$ cat src/rtl/ptrace_mon.sv
module ptrace_mon #(
  parameter int LONG_LEN  = 64,
  parameter int SHORT_LEN = 16,
  parameter logic [7:0] MARK = 8'h0A,
  localparam int AW = $clog2(LONG_LEN)
) (
  input  logic          clk,
  input  logic          rst_n,
  input  logic [7:0]    trace_byte,
  input  logic          trace_vld,
  input  logic [1:0]    mode,
  input  logic          exp_wr,
  input  logic [AW-1:0] exp_addr,
  input  logic [7:0]    exp_data,
  input  logic          delta_clr,
  input  logic          irq_mask,
  output logic          mismatch,
  output logic          delta,
  output logic          irq
);
  localparam logic [1:0] MODE_LONG  = 2'b01;
  localparam logic [1:0] MODE_SHORT = 2'b10;
  localparam logic [AW:0] LLEN = (AW+1)'(LONG_LEN);
  localparam logic [AW:0] SLEN = (AW+1)'(SHORT_LEN);

  logic [7:0]    tbl [LONG_LEN];
  logic [AW-1:0] pos;
  logic [AW:0]   good;
  logic [1:0]    mode_q;
  logic          mis_nxt;

  always_ff @(posedge clk)
    if (exp_wr) tbl[exp_addr] <= exp_data;

  wire          long_m  = (mode == MODE_LONG);
  wire          short_m = (mode == MODE_SHORT);
  wire          restart = (mode != mode_q);
  wire          check   = trace_vld & (long_m | short_m) & ~restart;
  wire [AW:0]   len     = long_m ? LLEN : SLEN;
  wire [AW-1:0] idx     = (short_m & trace_byte[7]) ? '0 : pos;
  wire          hit     = (trace_byte == tbl[idx]);
  wire          wrap    = ({1'b0, idx} == len - 1'b1);
  wire          full    = (good == len - 1'b1);
  wire [AW-1:0] pos_nxt = ((long_m && trace_byte == MARK) || wrap) ? '0 : idx + 1'b1;

  always_comb begin
    mis_nxt = mismatch;
    if (check) begin
      if (!hit)      mis_nxt = 1'b1;
      else if (full) mis_nxt = 1'b0;
    end
  end

  always_ff @(posedge clk) begin
    if (!rst_n) begin
      pos      <= '0;
      good     <= '0;
      mode_q   <= '0;
      mismatch <= 1'b0;
      delta    <= 1'b0;
    end else begin
      mode_q   <= mode;
      mismatch <= mis_nxt;
      if (restart) begin
        pos  <= '0;
        good <= '0;
      end else if (check) begin
        pos  <= pos_nxt;
        good <= (!hit || full) ? '0 : good + 1'b1;
      end
      if (mis_nxt != mismatch) delta <= 1'b1;
      else if (delta_clr)      delta <= 1'b0;
    end
  end

  assign irq = delta & ~irq_mask;
endmodule

$ cat config.mk
export PLATFORM = sky130hd
export DESIGN_NAME = ptrace_mon
export DESIGN_NICKNAME = d
export VERILOG_FILES = /design/src/rtl/ptrace_mon.sv
export SDC_FILE = /design/constraint.sdc
export NUM_CORES = 1
export LEC_CHECK = 0
export ABC_AREA = 1
export BUFFER_PORTS_ARGS = -buffer_cell sky130_fd_sc_hd__buf_2
export CAP_MARGIN = 20
export CORE_MARGIN = 8
export CORE_UTILIZATION = 35
export DETAILED_ROUTE_END_ITERATION = 10
export PLACE_DENSITY = 0.5
export RECOVER_POWER = 50
export SYNTH_ARGS = -nofsm -noshare
export SYNTH_HDL_FRONTEND = slang
export SYNTH_SLANG_ARGS = --single-unit
$ cat constraint.sdc
create_clock -name clk -period 2.4 [get_ports clk]
set_clock_uncertainty 0.15 [all_clocks]
set_input_delay 0.36 -clock clk [delete_from_list [all_inputs] [get_ports clk]]
set_output_delay 0.36 -clock clk [all_outputs]
set_load 0.02 [all_outputs]
After elaboration in Yosys (flattened, before gate mapping)
Memories as Yosys holds them, arrays and structs flattened.
Index checks and enable logic that the tools add are counted.
{ "classes": {"mul": 0, "muxes": 11, "reduce_logical": 6, "addsub": 3, "div_mod_pow": 0, "magnitude_cmp": 0, "eq_ne": 8, "n_bitwise": 8, "shift": 0} }
{ "ops": {"columns": ["cell", "count"], "rows": [
  ["two-way mux 7 bit", 2],
  ["two-way mux 6 bit", 2],
  ["== test 8 x 4 -> 1 bit (second input constant)", 1],
  ["== test 8 bit", 1],
  ["adder 7 x 1 -> 7 bit (second input constant)", 1],
  ["== test 6 x 7 -> 1 bit", 1],
  ["== test 7 bit", 1],
  ["two-way mux 1 bit", 7],
  ["subtractor 7 x 1 -> 7 bit (second input constant)", 1],
  ["adder 6 x 1 -> 6 bit (second input constant)", 1],
  ["bitwise AND 1 bit", 4],
  ["NOT 1 bit", 3],
  ["== test 2 x 1 -> 1 bit (second input constant)", 1],
  ["== test 2 bit (second input constant)", 1],
  ["logical OR 1 bit", 2],
  ["!= test 2 bit", 1],
  ["nonzero test 2 bit", 1],
  ["OR reduction 2 bit", 1],
  ["logical AND 1 bit", 1],
  ["logical NOT 1 bit", 1],
  ["!= test 1 bit", 1],
  ["OR 1 bit", 1]
]} }
{ "word_totals": {"mem_bits_ro": 0, "word_cells": 42, "latchBits": 0, "mem_bits_rw": 512, "memories": 1, "regBits": 17, "output_inout_bits": 3} }
{ "mem_list": {"columns": ["memory", "depth", "width", "rd", "rd_ports_with_merged_regs", "wr", "line", "text"], "rows": [
  ["tbl", 64, 8, 1, 0, 1, "26", "logic [7:0] tbl [LONG_LEN];"]
]} }

Logic depth before layout (Yosys ltp)
Gate-level depths: netlist of run 1.
{ "depth": {"depth_word": 9, "depth_mapped": 23} }

Worst setup path after synthesis of run 1
No wires, ideal clock.
{ "synth_path": {"path_kind": "input-to-reg", "start": "in mode[0]", "end": "reg good[2]", "n_path_buf": 2, "slack_ns": -0.088, "path_stages": 21, "arrival_ns": 2.265, "required_time_ns": 2.177, "path_cell_list": "inv_1 > ha_1 > nand2_4 > nand2_2 > inv_2 > buf_6 > buf_2 > nand3_1 > nand3_1 > nand3_1 > nand3_1 > nand3_1 > nand2_1 > nand2_1 > nand2_1 > nand2_1 > nor2_1 > nand2_1 > nand2_1 > nand2_1 > nor3_2"} }
{ "synth_between": {"elab_chain_len": 8, "elab_cells_between_ends": 18, "cone_classes": "1 x add/sub; 5 x eq/ne; 3 x mux; 5 x bitwise; 3 x reduce/logical; 1 x memory"} }
{ "synth_lines": {"columns": ["item", "line", "text"], "rows": [
  ["from (decl)", "11", "input logic [1:0] mode,"],
  ["== test 2 bit", "36", "wire short_m = (mode == MODE_SHORT);"],
  ["bitwise AND 1 bit", "40", "wire [AW-1:0] idx = (short_m & trace_byte[7]) ? '0 : pos;"],
  ["two-way mux 6 bit", "40", null],
  ["memory read (64 x 8 bit)", null, null],
  ["== test 8 bit", "41", "wire hit = (trace_byte == tbl[idx]);"],
  ["logical NOT 1 bit", "69", "good <= (!hit || full) ? '0 : good + 1'b1;"],
  ["logical OR 1 bit", "69", null],
  ["two-way mux 7 bit", "69", null],
  ["to (signal assigned)", "69", null],
  ["to (decl)", "28", "logic [AW:0] good;"]
]} }
Several ways; a longest one is shown, not always the timed one.
A chain may end at the register's enable or synchronous reset.

Worst setup path after layout of run 1
{ "layout_path": {"start": "reg pos[0]", "end": "reg good[3]"} }
{ "layout_between": {"elab_chain_len": 6} }
{ "layout_lines": {"columns": ["item", "line", "text"], "rows": [
  ["from (decl)", "27", "logic [AW-1:0] pos;"],
  ["from (signal assigned)", "68", "pos <= pos_nxt;"],
  ["two-way mux 6 bit", "40", null],
  ["memory read (64 x 8 bit)", null, null],
  ["== test 8 bit", "41", null],
  ["logical NOT 1 bit", "69", null],
  ["logical OR 1 bit", "69", null],
  ["two-way mux 7 bit", "69", null]
]} }
Every way passes these cells.

==> flow_results.org, run 1 <==
** GRT
- Entering global routing, the biggest net connects 65 pins.
- GR Util All Layers :: 18.7%
- Number of antenna violations at the first check in global routing :: 0
- The number of global-route vias before repair came to 15700.
- Overall overflow remaining after global route :: 0
- Wire length of the first global-routing pass :: 100000 µm

** Timing
- Maximum achievable frequency :: 384 MHz
- Setup repair after global routing could not meet its margin everywhere.
- Crit path setup slack, layout :: -0.206 ns
- Post-route clock period utilization :: 109%
- For the pin with the worst max-slew slack, the measured transition is 2.07 ns.
- Total setup violations reported at the end of the flow :: 9
- Count of pins over their slew limit :: 496
- The worst path in the final design needs a cycle of 2.61 ns, including I/O delays and setup.
- The total count of hold-check failures in the final report was 0.
- Headroom to the max-slew limit came out at -38.1%.

** Yosys
- Area share of xor/xnor cells in the synthesized design :: 0.119%
- Most common flop cell mapped by yosys :: sky130_fd_sc_hd__edfxtp_1
- Summing the areas of all compound-gate instances in the mapped netlist gives 0.515% of the synthesized area.
- Post-Synth Adder-Cell Area :: 0.227%
- Cell area after synthesis :: 0.0221 mm²
- Flip-flop and latch count after synthesis :: 529
- Mean instance size in the synthesized netlist :: 11.4 µm²
- Number of nets in the synthesized netlist :: 1971
- Post-synth EDFFs :: 512
- By area, the combinational part of the netlist is dominated by simple AND/OR/NAND/NOR gates.
- Of the synthesized area, sequential elements account for 71.1%.
- Count of different cell masters after synthesis :: 29
- The portion of synthesized area spent on multiplexers is 0%.
- Syn Inst Count :: 1937
- For this run, asynchronously set or reset flops after synthesis account for 0%.
- Post-synthesis share of cell area spent on and, or, nand and nor gates :: 24.4%
- Yosys warns :: 0

** Power
- Of the total power, the clock network draws 44.4%.
- Int Power :: 15.4 mW
- Total power density per cell area :: 678 mW/mm²
- Per report_power, the combinational group accounts for 3.2% of the total.
- VDD sags by at most 0.441 mV.
- In this run switching power makes up 20.8% of total power.
- Net switching power of the design :: 4.05 mW
- Sequential cells burn 52.4% of the power.
- The analysis attributes to cell leakage a power of 10.4 nW.

** Setup path
- In this run the critical register-to-register path is captured at good[3].
- The critical path contains buffers and inverters numbering 3 combined.
- Dominant delay contributor by cell family on the critical path :: simple AND/OR/NAND/NOR gates
- Critical path type :: flop to flop
- In this design, the stage delay of the slowest critical-path cell is 0.42 ns.
- Among the stages of the critical path, the cell type that occurs most often is sky130_fd_sc_hd__nand2_1.
- Source of the critical timing path :: pos[0]
- The critical path crosses 19 cells after its start point.
- Critical Path Source Type :: flop
- Endpoint required time on the critical path :: 2.78 ns
- In this run the worst path has a maximum fanout of 8.
- Following the worst setup path forward leads to its endpoint at good[3].
- Data arrival time of the worst path :: 2.98 ns
- Endpoint type of the worst setup path :: flop
- In this run the critical register-to-register path is launched from pos[0].
- Traced cell by cell, the critical path runs through buf_12 -> nand2_8 -> buf_12 -> buf_4 -> nand2_1 -> nand3_1 -> nand3_1 -> nand3_1 -> nand3_2 -> nand3_2 -> nand2_1 -> nand2_1 -> nand2_1 -> nand2_2 -> nor2_4 -> nand2_4 -> nand2_2 -> nand4_1 -> a21oi_1.
- Slowest stage cell on the critical path :: sky130_fd_sc_hd__dfxtp_4
- Minimum setup slack among reg-to-reg paths :: -0.21 ns
- FF-to-FF path depth :: 19

** Placed design
- Number of placed instances, taps included :: 2892
- After detailed placement, the total cell area comes to 0.0246 mm².
- Routability congestion estimate from global placement :: 0.830
- DPL Wire Length :: 39300 µm
- In this run the tool buffered the top-level ports with 32 buffer cells.
- Pre-CTS worst setup slack :: -0.914 ns

** Run status
- The final reports fail on max-capacitance violations, max-slew violations, negative setup slack.
- The run finished, with violations left.

** Floorplan
- Once the floorplan was initialized, standard cells occupied 35.2% of the core.
- For this design the top-level I/O count stands at 33.
- DIE HEIGHT :: 267 µm
- Cell Rows :: 92
- Measured along the x axis, the die boundary spans 267 µm.
- Core Area :: 0.0627 mm²
- The die covers 0.0714 mm².

** Clock tree
- Max clock buf depth :: 3
- In this run, CTS created clock tree buffers numbering 56.
- The tree is rooted in a sky130_fd_sc_hd__clkbuf_16.
- CTS H-tree depth :: 2
- Insertion delay of the later-clocked pin in the worst-skew pair :: 0.61 ns
- Clock-pin slew was measured on the worst setup and hold paths at 0.06 ns.
- Clock net sink count :: 529
- TritonCTS built the clock tree.

** Cells and area
- The number of antenna diodes in the final layout is 0.
- Registers take 0.0157 mm².
- The multi-input combinational cells in the finished layout cover a total of 0.00702 mm².
- The library cells used most frequently in the layout, excluding fill and tap cells, are sky130_fd_sc_hd__edfxtp_1 (512), sky130_fd_sc_hd__nand2_1 (466), sky130_fd_sc_hd__nand3_1 (412).
- Layout Utilization :: 45.8%
- Most common library cell in the layout ignoring fill and taps :: sky130_fd_sc_hd__edfxtp_1
- For this run, the number of standard cells in the final layout without fillers is 3048.
- Relative to the synthesized area, the layout overhead comes to 30.0%.
- After filler insertion, the fill cell instance count of the layout stands at 5727.
- Final design instance area without fill :: 0.0287 mm²
- Net total in the final layout :: 2190
- In the final layout, the share of cells above drive strength 1 is 26.8%.

** Routing
- Detailed routing inserted a total of 16000 vias.
- In the final routed layout, each cell accounts on average for 22.5 µm.
- In this run, the number of DRC markers left after iteration 0 of detailed routing was 1433.
- Wires add up to 68600 µm.
- The count of nets left with antenna violations once routing finished came out at 0.
- Using the TritonRoute via totals, the vias-per-cell ratio works out to 5.25.
- The first detailed-routing pass took 7 iterations.
- In the routed design, unresolved DRC markers number 0.

** Worst hold path
- The worst hold path begins at trace_vld.
- Class of the worst hold path :: input pin to flop

** Flow run
- Number of max-capacitance violations reported :: 8
worst min-delay path, stage by stage:
cell and delay [ns]:
sky130_fd_sc_hd__buf_2 0.10, sky130_fd_sc_hd__inv_1 0.06, sky130_fd_sc_hd__nor3_2 0.05, sky130_fd_sc_hd__buf_4 0.16
sky130_fd_sc_hd__nand2_1 0.08, sky130_fd_sc_hd__a21oi_2 0.04
sequential cells by signal (all words and copies together), names as in the netlist:
register / flops
pos: 6
good: 7
mode_q: 2
tbl: 512
mismatch: 1
delta: 1
layout make-up:
class,count,share of cell area [%]
clock buffer,66,5.08
clock inverter,38,1.24
inverter,52,0.688
multi-input combinational,1242,24.4
sequential,529,54.7
tap,846,3.68
timing repair buffer,275,10.2
cell usage after synthesis, types with 6 or more instances:
| library cell | number | area (µm²) |
|---|---|---|
| sky130_fd_sc_hd__nor2_1 | 93 | 349 |
| sky130_fd_sc_hd__edfxtp_1 | 512 | 15400 |
| sky130_fd_sc_hd__nand3_1 | 604 | 3020 |
| sky130_fd_sc_hd__nand2_1 | 491 | 1840 |
| sky130_fd_sc_hd__inv_1 | 47 | 176 |
| sky130_fd_sc_hd__a21oi_1 | 12 | 60.1 |
| sky130_fd_sc_hd__o21ai_0 | 6 | 30.0 |
| sky130_fd_sc_hd__clkbuf_1 | 25 | 93.8 |
| sky130_fd_sc_hd__nand4_1 | 9 | 56.3 |
| sky130_fd_sc_hd__buf_2 | 61 | 305 |
| sky130_fd_sc_hd__buf_4 | 19 | 143 |
| sky130_fd_sc_hd__dfxtp_1 | 17 | 340 |
| sky130_fd_sc_hd__buf_1 | 9 | 33.8 |
per-stage QoR:
stage / hold slack [ns] / total power, mW / setup TNS [ns]
detailed placement: 0.313 / 11.0 / -8.92
floorplan: 0.295 / 10.6 / 0
finish: 0.134 / 19.5 / -1.55
global route: 0.138 / 20.1 / -2.52
CTS: 0.0580 / 19.6 / -1.39
global placement: 0.303 / 11.0 / -8.20
timing repair:
item	CTS	global route
endpoints found under the hold margin	4	0
endpoints found under the setup margin	9	9
hold buffers	4	0
cloned	16	7
buffers inserted	19	9
gates resized for setup	193	125
pin swaps	44	54
metal layers:
metal / wire length, µm / track usage, % / up-vias
met5: 0 / 0 / -
met4: 1530 / 4.76 / 0
li1: - / - / 7351
met1: 30100 / 26.2 / 7999
met3: 4740 / 2.89 / 109
met2: 32200 / 30.1 / 552
how the worst min path moves through the flow:
stage               cells after the start         end
floorplan                               2      pos[3]
detailed placement                      2      pos[3]
global route                            6     good[0]
CTS                                     2  tbl[60][4]
global placement                        2      pos[5]
finish                                  6     good[0]
power groups by stage:
stage / Clock (mW) / Sequential, mW / Combinational (mW)
3_3_place_gp: 0 / 10.4 / 0.576
6_report: 8.64 / 10.2 / 0.627
5_1_grt: 9.16 / 10.2 / 0.671
2_1_floorplan: 0 / 10.4 / 0.189
4_1_cts: 8.80 / 10.2 / 0.638
3_5_place_dp: 0 / 10.4 / 0.581
cells by family (layout without fill, tap and decap cells):
family / count (synthesis) / in the layout
xor gates and xnor gates: 3 / 3
adders and majority gates: 4 / 4
buffers and inverters: 168 / 431
AOI/OAI and AO/OA: 20 / 20
and+or+nand+nor: 1213 / 1215
DFF: 529 / 529
(Power assumes the default switching activity.)
==> run 2, diff against run 1 <==
PLACE_DENSITY = default   (was 0.5)
PLACE_DENSITY_LB_ADDON = 0.2   (was default)
==> run 2 against run 1 <==
Compared with the run above:
- non-clock buffer count rose by 19
- total power fell by 1.0%
- critical path type unchanged
- global-route usage rose by 0.12 points
- sequential cell count did not move
- worst setup slack got worse by 0.028 ns
- sequential share of layout area rose by 0.20 points
- highest routed layer unchanged
- cell count rose by 0.36%
- first-iteration DRC count rose by 0.35%
- largest power group unchanged
- critical endpoint is now delta
- register-to-register slack got worse by 0.03 ns
- sequential power barely moved
- the run still ends with max-capacitance violations, max-slew violations, negative setup slack left
- clock-buffer cell count fell by 2
==> flow_results.org, run 2 (same netlist as run 1, synthesis figures left out) <==
** Cells and area
- The count of placed standard cells in the final layout, fillers left out was 3059 (+0.36%).
- The area taken by flip-flops and latches is 0.0157 mm² (about the same).
- Number of antenna cells inserted :: 0 (unchanged)
- tbl holds more flip-flops than any other register.
- Highest-count cells in the layout ignoring fill and taps :: sky130_fd_sc_hd__edfxtp_1 (512), sky130_fd_sc_hd__nand2_1 (468), sky130_fd_sc_hd__nand3_1 (424)
- The largest registers in the layout are tbl x512, good x7, pos x6.
- The core occupancy in the finished layout came to 45.6% (-0.16 points).
- The area of combinational cells with multiple inputs came to 0.00687 mm² (-2.1%).
- The net count of the finished layout is 2206 (+0.73%).
- Compared with the post-synthesis result, the final layout area differs by 29.6%.
- The number of filler cells placed in the layout is 5728 (+0.017%).
- Flip-flop count of the largest register, all copies and words added :: 512 (unchanged)
- Leaving out fill and tap cells, the most frequent cell in the layout is sky130_fd_sc_hd__edfxtp_1.
- The ratio of cells with drive above 1 in the final layout was 26.8% (about the same).

** Placed design
- The number of port buffers is 32 (unchanged).
- The cell total after placement was 2928 (+1.2%).
- The final estimated routing congestion in global placement is 0.867 (+4.4%).
- The post-detailed-placement half-perimeter wirelength came to 41400 µm (+5.3%).

** Clock tree
- TritonCTS clock tree :: done
- In this run the clock root is driven by a sky130_fd_sc_hd__clkbuf_16.
- The maximum clock path buffer count came to 3 (unchanged).
- Insertion delay of the later-clocked pin in the worst-skew pair :: 0.61 ns (about the same)
- Number of buffers created by CTS :: 54 (-3.6%)
- The deepest level of the CTS H-tree is 2 (unchanged).
- Clock transition at the registers of the reported paths :: 0.06 ns (about the same)
- Clock net sink count :: 529 (unchanged)

** Floorplan
- DIE HEIGHT :: 267 µm (unchanged)
- Area of the die :: 0.0714 mm² (unchanged)
- The number of top-level pins was 33 (unchanged).
- Horizontal die dimension :: 267 µm (unchanged)
- The total core area was 0.0627 mm² (unchanged).
- Cell Rows :: 92 (unchanged)
- Effective utilization at floorplan :: 35.2% (unchanged)

** Routing
- The length of routed met2 wiring came to 31600 µm (-1.8%).
- Routed signal wires occupy layers up through met4.
- Remaining antenna violation count :: 0 (unchanged)
- The starting DRC count in detailed routing was 1438 (+0.35%).
- The number of DRC violations after detailed routing is 0 (unchanged).
- The overall routed net length was 68400 µm (-0.18%).
- Ratio of routed vias to standard cells :: 5.20 (-0.93%)
- Total number of vias :: 15900 (-0.57%)
- The wire length the detailed router placed on met1 is 31300 µm (+4.0%).
- Total iterations of the first detailed-routing run :: 7 (unchanged)
- The amount of wire on met3 after detailed routing came to 3950 µm (-17%).
- Drt wl/cell :: 22.4 µm (-0.53%)

** Setup path
- Critical Path Source Type :: flop
- The arrival time at the worst endpoint was 2.98 ns (about the same).
- Endpoint type of the worst setup path :: flop
- Critical path type :: flop to flop
- The top fanout value on the critical path was 8 (unchanged).
- The endpoint required time on the critical path was 2.75 ns (-0.03 ns).

** Timing
- Maximum achievable frequency :: 380 MHz (-1.1%)
- Max-slew headroom at the worst pin :: -24.9% (+13 points)
- Worst Hold Margin :: 0.136 ns (+0.00109 ns)
- The total count of hold-check failures in the final report is 0 (unchanged).
- Count of pins over their slew limit :: 325 (-34%)
- The transition time at the pin with the least slew margin came to 1.87 ns (-0.198 ns).
- The post-route minimum period came to 2.63 ns (+0.0279 ns).
- Crit path setup slack, layout :: -0.234 ns (-0.0279 ns)
- The number of setup violations in the final report is 9 (unchanged).
- Unrepaired setup endpoints after global routing :: true
- Post-route clock period utilization :: 110% (+1.2 points)

** GRT
- Wire length of the first global-routing pass :: 101000 µm (+0.47%)
- Number of global-route vias before repair :: 15800 (+0.46%)
- The global-route usage over all layers came to 18.8% (+0.12 points).
- The largest net degree at the start of global routing came to 65 (unchanged).
- Overall overflow remaining after global route :: 0 (unchanged)
- Number of antenna violations at the first check in global routing :: 0 (unchanged)

** Worst hold path
- Class of the worst hold path :: input pin to flop

** Power
- The switching power is 3.99 mW (-1.6%).
- The design internal power came to 15.3 mW (-0.90%).
- The combinational fraction of design power came to 3.3% (about the same).
- Portion of total power attributed to the clock network :: 43.7% (-0.7 points)
- The maximum ir drop on the vdd rail is 0.467 mV (+6.0%).
- The total power draw is 19.3 mW (-1.0%).
- Sequential power share :: 53.0% (+0.6 points)
- Static leakage :: 10.5 nW (+0.87%)
- Total power density per cell area :: 674 mW/mm² (-0.69%)
- The switching share of power is 20.7% (-0.11 points).

** Flow run
- Number of max-capacitance violations reported :: 5 (-3)

** Run status
- The run finished, with violations left.
- Violated checks :: max-capacitance violations, max-slew violations, negative setup slack
## run 2: per-stage QoR
| step | setup slack [ns] | instance area [µm²] | TNS, ns |
|---|---|---|---|
| 3_3_place_gp | -0.860 | 25000 | -8.00 |
| 2_1_floorplan | 0.00841 | 22200 | 0 |
| 5_1_grt | -0.390 | 28600 | -2.98 |
| 3_5_place_dp | -0.947 | 25000 | -9.03 |
| 6_report | -0.234 | 28600 | -1.86 |
| 4_1_cts | -0.256 | 28000 | -2.09 |
## run 2: final timing paths
path                            startpoint      end  slack, ns  depth (start not counted)
worst max-delay path                pos[0]    delta      -0.23                         20
worst min-delay path             trace_vld  good[3]       0.14                          6
worst max register to register      pos[0]    delta      -0.23                         20
worst min register to register      pos[3]   pos[3]       0.32                          2
## run 2: power groups by stage
stage               Sequential (mW)  Clock [mW]  Combinational (mW)
floorplan                      10.4           0               0.189
global placement               10.4           0               0.600
detailed placement             10.4           0               0.608
CTS                            10.2        8.59               0.652
global route                   10.2        8.89               0.681
finish                         10.2        8.44               0.635
## run 2: cell type report
type	instances	area share (%)
inverter	52	0.743
clock buffer	64	5.07
sequential	529	54.9
timing repair buffer	294	10.5
clock inverter	33	1.08
multi-input combinational	1241	24.0
tap	846	3.70
## run 2: layer usage
layer | track usage, % | up-vias
met2 | 30.3 | 474
li1 | - | 7376
met1 | 26.9 | 7966
met4 | 4.10 | 0
met3 | 2.53 | 104
met5 | 0 | -
## run 2: critical path: stages (launching register included)
cell and delay [ns]:
sky130_fd_sc_hd__dfxtp_4 0.37, sky130_fd_sc_hd__buf_12 0.15, sky130_fd_sc_hd__buf_16 0.16, sky130_fd_sc_hd__buf_12 0.14
sky130_fd_sc_hd__buf_16 0.13, sky130_fd_sc_hd__nand2_1 0.07, sky130_fd_sc_hd__nand3_2 0.09, sky130_fd_sc_hd__nand3_2 0.10
sky130_fd_sc_hd__nand3_2 0.09, sky130_fd_sc_hd__nand3_2 0.14, sky130_fd_sc_hd__nand3_2 0.10, sky130_fd_sc_hd__nand2_1 0.08
sky130_fd_sc_hd__nand2_1 0.05, sky130_fd_sc_hd__nand2_1 0.08, sky130_fd_sc_hd__nand2_2 0.07, sky130_fd_sc_hd__nor2_4 0.15
sky130_fd_sc_hd__nand2_4 0.11, sky130_fd_sc_hd__nand3_1 0.08, sky130_fd_sc_hd__nand2_1 0.05, sky130_fd_sc_hd__nor2_1 0.10
sky130_fd_sc_hd__nor2_1 0.05
## run 2: what timing repair did
item,in CTS,in global routing
pin swaps,36,77
resized for setup,135,167
cloned,15,1
endpoints found under the setup margin,9,9
hold buffers,4,0
endpoints found under the hold margin,4,0
buffers inserted,10,7
==> run 3, diff against run 2 <==
SETUP_SLACK_MARGIN = 0.5   (was default)
==> run 3 against run 2 <==
Compared with the run above:
- the flow still finishes with violations (max-capacitance violations, max-slew violations, negative setup slack)
- worst setup slack worse by 0.047 ns
- die area unchanged
- fmax down 1.8%
- critical path depth down 1
- clock power up 2%
- first-iteration DRC count up 1.3%
- via count up 0.50%
- worst hold slack better by 0.0062 ns
- cell count down 0.36%
- sequential cell count unchanged
- utilization down 0.42 points
- non-clock buffer count down 18
- critical endpoint is now good[1]
- largest cell class unchanged
- largest power group unchanged
- highest routed layer unchanged
==> flow_results.org, run 3 (same netlist as run 1, synthesis figures left out) <==
** Run status
- The flow ran to the end, but the final reports show violations.
- The checks that failed: max-capacitance violations, max-slew violations, negative setup slack.

** Setup path
- Critical Path Source Type :: flop
- Endpoint type of the worst setup path :: flop
- The startpoint identified for the worst register-to-register timing path is pos[0].
- The most critical setup path has its endpoint at good[1].
- Minimum setup slack among reg-to-reg paths :: -0.28 ns (-0.05 ns)
- Tracing the worst setup path back leads to its startpoint at pos[0].
- The worst setup path is of the flop to flop kind.
- The worst-case reg-to-reg path depth was 19 (-5.0%).
- Biggest fanout along the worst timing path :: 7 (-1)
- Endpoint required time on the critical path :: 2.80 ns (+0.05 ns)
- The worst register-to-register path ends at good[1].
- Data arrival time of the worst path :: 3.08 ns (+0.10 ns)

** Clock tree
- Clock net sink count :: 529 (unchanged)
- The insertion delay of the later-clocked pin in the worst-skew pair was 0.61 ns (about the same).
- The cell sitting at the root of the clock tree is a sky130_fd_sc_hd__clkbuf_16.
- CTS H-tree depth :: 2 (unchanged)
- The clock edge transition at the registers on the reported setup and hold paths came to 0.06 ns (about the same).
- TritonCTS built the clock tree.
- The maximum clock path buffer count is 3 (unchanged).
- The TritonCTS buffer count came to 56 (+3.7%).

** Cells and area
- The core occupancy in the finished layout was 45.2% (-0.42 points).
- Share of cells above drive strength 1 :: 24.2% (-2.6 points)
- Final design instance area without fill :: 0.0284 mm² (-0.92%)
- Leaving out fill and tap cells, the most frequent cell in the layout is sky130_fd_sc_hd__edfxtp_1.
- Flip-flop count of the largest register, all copies and words added :: 512 (unchanged)
- The area growth from synthesis to layout is 28.4%.
- The net count of the finished layout was 2191 (-0.68%).
- The antenna cell count was 0 (unchanged).
- The register with the most flip-flops in the final layout is tbl.
- Highest-count cells in the layout ignoring fill and taps :: sky130_fd_sc_hd__edfxtp_1 (512), sky130_fd_sc_hd__nand2_1 (480), sky130_fd_sc_hd__nand3_1 (456)
- Regs by FF count :: tbl x512, good x7, pos x6

** Routing
- Ratio of routed vias to standard cells :: 5.25 (+0.87%)
- The detailed-route wire length per cell is 22.7 µm (+1.5%).
- Remaining antenna violation count :: 0 (unchanged)
- The routed via count was 16000 (+0.50%).
- DRT iter0 DRCs :: 1457 (+1.3%)
- Wire length after detailed routing :: 69200 µm (+1.1%)
- Total iterations of the first detailed-routing run :: 5 (-2)
- DR DRC count :: 0 (unchanged)

** Floorplan
- The die outline height is 267 µm (unchanged).
- Effective utilization at floorplan :: 35.2% (unchanged)
- The total core area came to 0.0627 mm² (unchanged).
- The die span in x was 267 µm (unchanged).
- Cell Rows :: 92 (unchanged)
- Number of top-level design ports :: 33 (unchanged)
- The area of the die was 0.0714 mm² (unchanged).

** Placed design
- IO Port Bufs :: 32 (unchanged)
- The post-detailed-placement half-perimeter wirelength is 41200 µm (-0.31%).
- Pre-CTS worst setup slack :: -0.959 ns (-0.0123 ns)
- The total placed instance area is 0.0249 mm² (-0.68%).
- Routability congestion estimate from global placement :: 0.933 (+7.6%)

** Timing
- The relative slew slack was -28.1% (-3.2 points).
- Post-route clock period utilization :: 112% (+2.0 points)
- Unrepaired setup endpoints after global routing :: true
- The final max-slew violation count came to 325 (unchanged).
- Crit path setup slack, layout :: -0.281 ns (-0.0471 ns)
- Maximum achievable frequency :: 373 MHz (-1.8%)
- Total setup violations reported at the end of the flow :: 9 (unchanged)
- The sum of negative setup slack was -2.16 ns (-0.298 ns).
- The total count of hold-check failures in the final report is 0 (unchanged).
- Worst Hold Margin :: 0.142 ns (+0.00623 ns)
- Minimum clock period after layout :: 2.68 ns (+0.0471 ns)
- The transition time at the pin with the least slew margin was 1.92 ns (+0.0477 ns).

** GRT
- The met2 layer usage reported by global route was 30.3% (about the same).
- Wire length of the first global-routing pass :: 100000 µm (-0.70%)
- Met1 track demand over resource :: 25.8% (-1.1 points)
- The residual overflow from global routing came to 0 (unchanged).
- The number of global-route vias before repair was 15800 (+0.083%).
- The largest net degree at the start of global routing came to 65 (unchanged).
- The met3 global-route usage came to 2.77% (+0.24 points).
- The initial antenna violation count was 0 (unchanged).
- The global-route usage over all layers came to 18.5% (-0.24 points).
- The layer flagged by global routing as most heavily used is met2.

** Power
- Total power density per cell area :: 687 mW/mm² (+1.9%)
- The maximum ir drop on the vdd rail was 0.467 mV (about the same).
- The total leakage power was 10.3 nW (-1.9%).

** Flow run
- Number of max-capacitance violations reported :: 5 (unchanged)

** Worst hold path
- Class of the worst hold path :: input pin to flop
[run 3: cell count changes in the layout (fill, tap and decap cells not counted), sizes merged, moves of 2 or more]
cell,previous run,this run
clkbuf,81,92
inv,51,54
clkinv,26,28
bufbuf,5,1
buf,267,243
[run 3: area by class of cell]
type                       count  area (µm²)
fill                        5746       34400
tap                          846        1060
sequential                   529       15700
inverter                      52         220
clock inverter                38         355
multi-input combinational   1241        6620
timing repair inverter         1        3.75
clock buffer                  65        1460
timing repair buffer         276        2930
[run 3: power by group]
| group | switching (mW) | internal (mW) | leakage (nW) | total [mW] |
|---|---|---|---|---|
| logic | 0.465 | 0.170 | 4.66 | 0.635 |
| registers | 0.0174 | 10.2 | 4.74 | 10.2 |
| clock network | 3.56 | 5.06 | 0.884 | 8.63 |
[run 3: worst max-delay path: stages (launching register included)]
cell and delay, ns:
sky130_fd_sc_hd__dfxtp_4 0.39, sky130_fd_sc_hd__buf_12 0.16, sky130_fd_sc_hd__buf_12 0.15, sky130_fd_sc_hd__buf_12 0.13, sky130_fd_sc_hd__clkbuf_16 0.16, sky130_fd_sc_hd__nand2_1 0.07
sky130_fd_sc_hd__nand3_2 0.12, sky130_fd_sc_hd__nand3_1 0.12, sky130_fd_sc_hd__nand3_1 0.07, sky130_fd_sc_hd__nand3_1 0.11, sky130_fd_sc_hd__nand3_2 0.11, sky130_fd_sc_hd__nand2_1 0.09
sky130_fd_sc_hd__nand2_1 0.05, sky130_fd_sc_hd__nand2_1 0.06, sky130_fd_sc_hd__nand2_1 0.08, sky130_fd_sc_hd__nor2_4 0.16, sky130_fd_sc_hd__nand2_4 0.10, sky130_fd_sc_hd__nor2_4 0.14
sky130_fd_sc_hd__nand3_2 0.08, sky130_fd_sc_hd__a21oi_2 0.11
[run 3: through the flow]
step,total power [mW],std cells
floorplan,10.6,1937
global placement,11.0,2902
detailed placement,11.0,2902
CTS,19.6,3028
global route,20.0,3048
finish,19.5,3048
[run 3: how the worst min path moves through the flow]
| stage | from | to | slack [ns] | depth (start not counted) |
|---|---|---|---|---|
| global placement | pos[3] | pos[3] | 0.31 | 2 |
| floorplan | pos[3] | pos[3] | 0.30 | 2 |
| detailed placement | pos[3] | pos[3] | 0.31 | 2 |
| CTS | exp_data[4] | tbl[62][4] | 0.05 | 1 |
| finish | trace_vld | good[0] | 0.14 | 6 |
| global route | trace_vld | good[0] | 0.13 | 6 |
[run 3: routing by layer]
| metal | vias up | wire [µm] |
|---|---|---|
| met5 | - | 0 |
| met4 | 0 | 1400 |
| met3 | 90 | 4300 |
| met2 | 500 | 32800 |
| met1 | 8054 | 30700 |
| li1 | 7356 | - |
[run 3: what timing repair did]
item | CTS | global route
hold buffers | 4 | 0
cloned | 9 | 11
resized for setup | 125 | 125
setup buffers | 10 | 9
hold endpoints to repair | 4 | 0
setup endpoints to repair | 15 | 15
pin swaps | 21 | 65
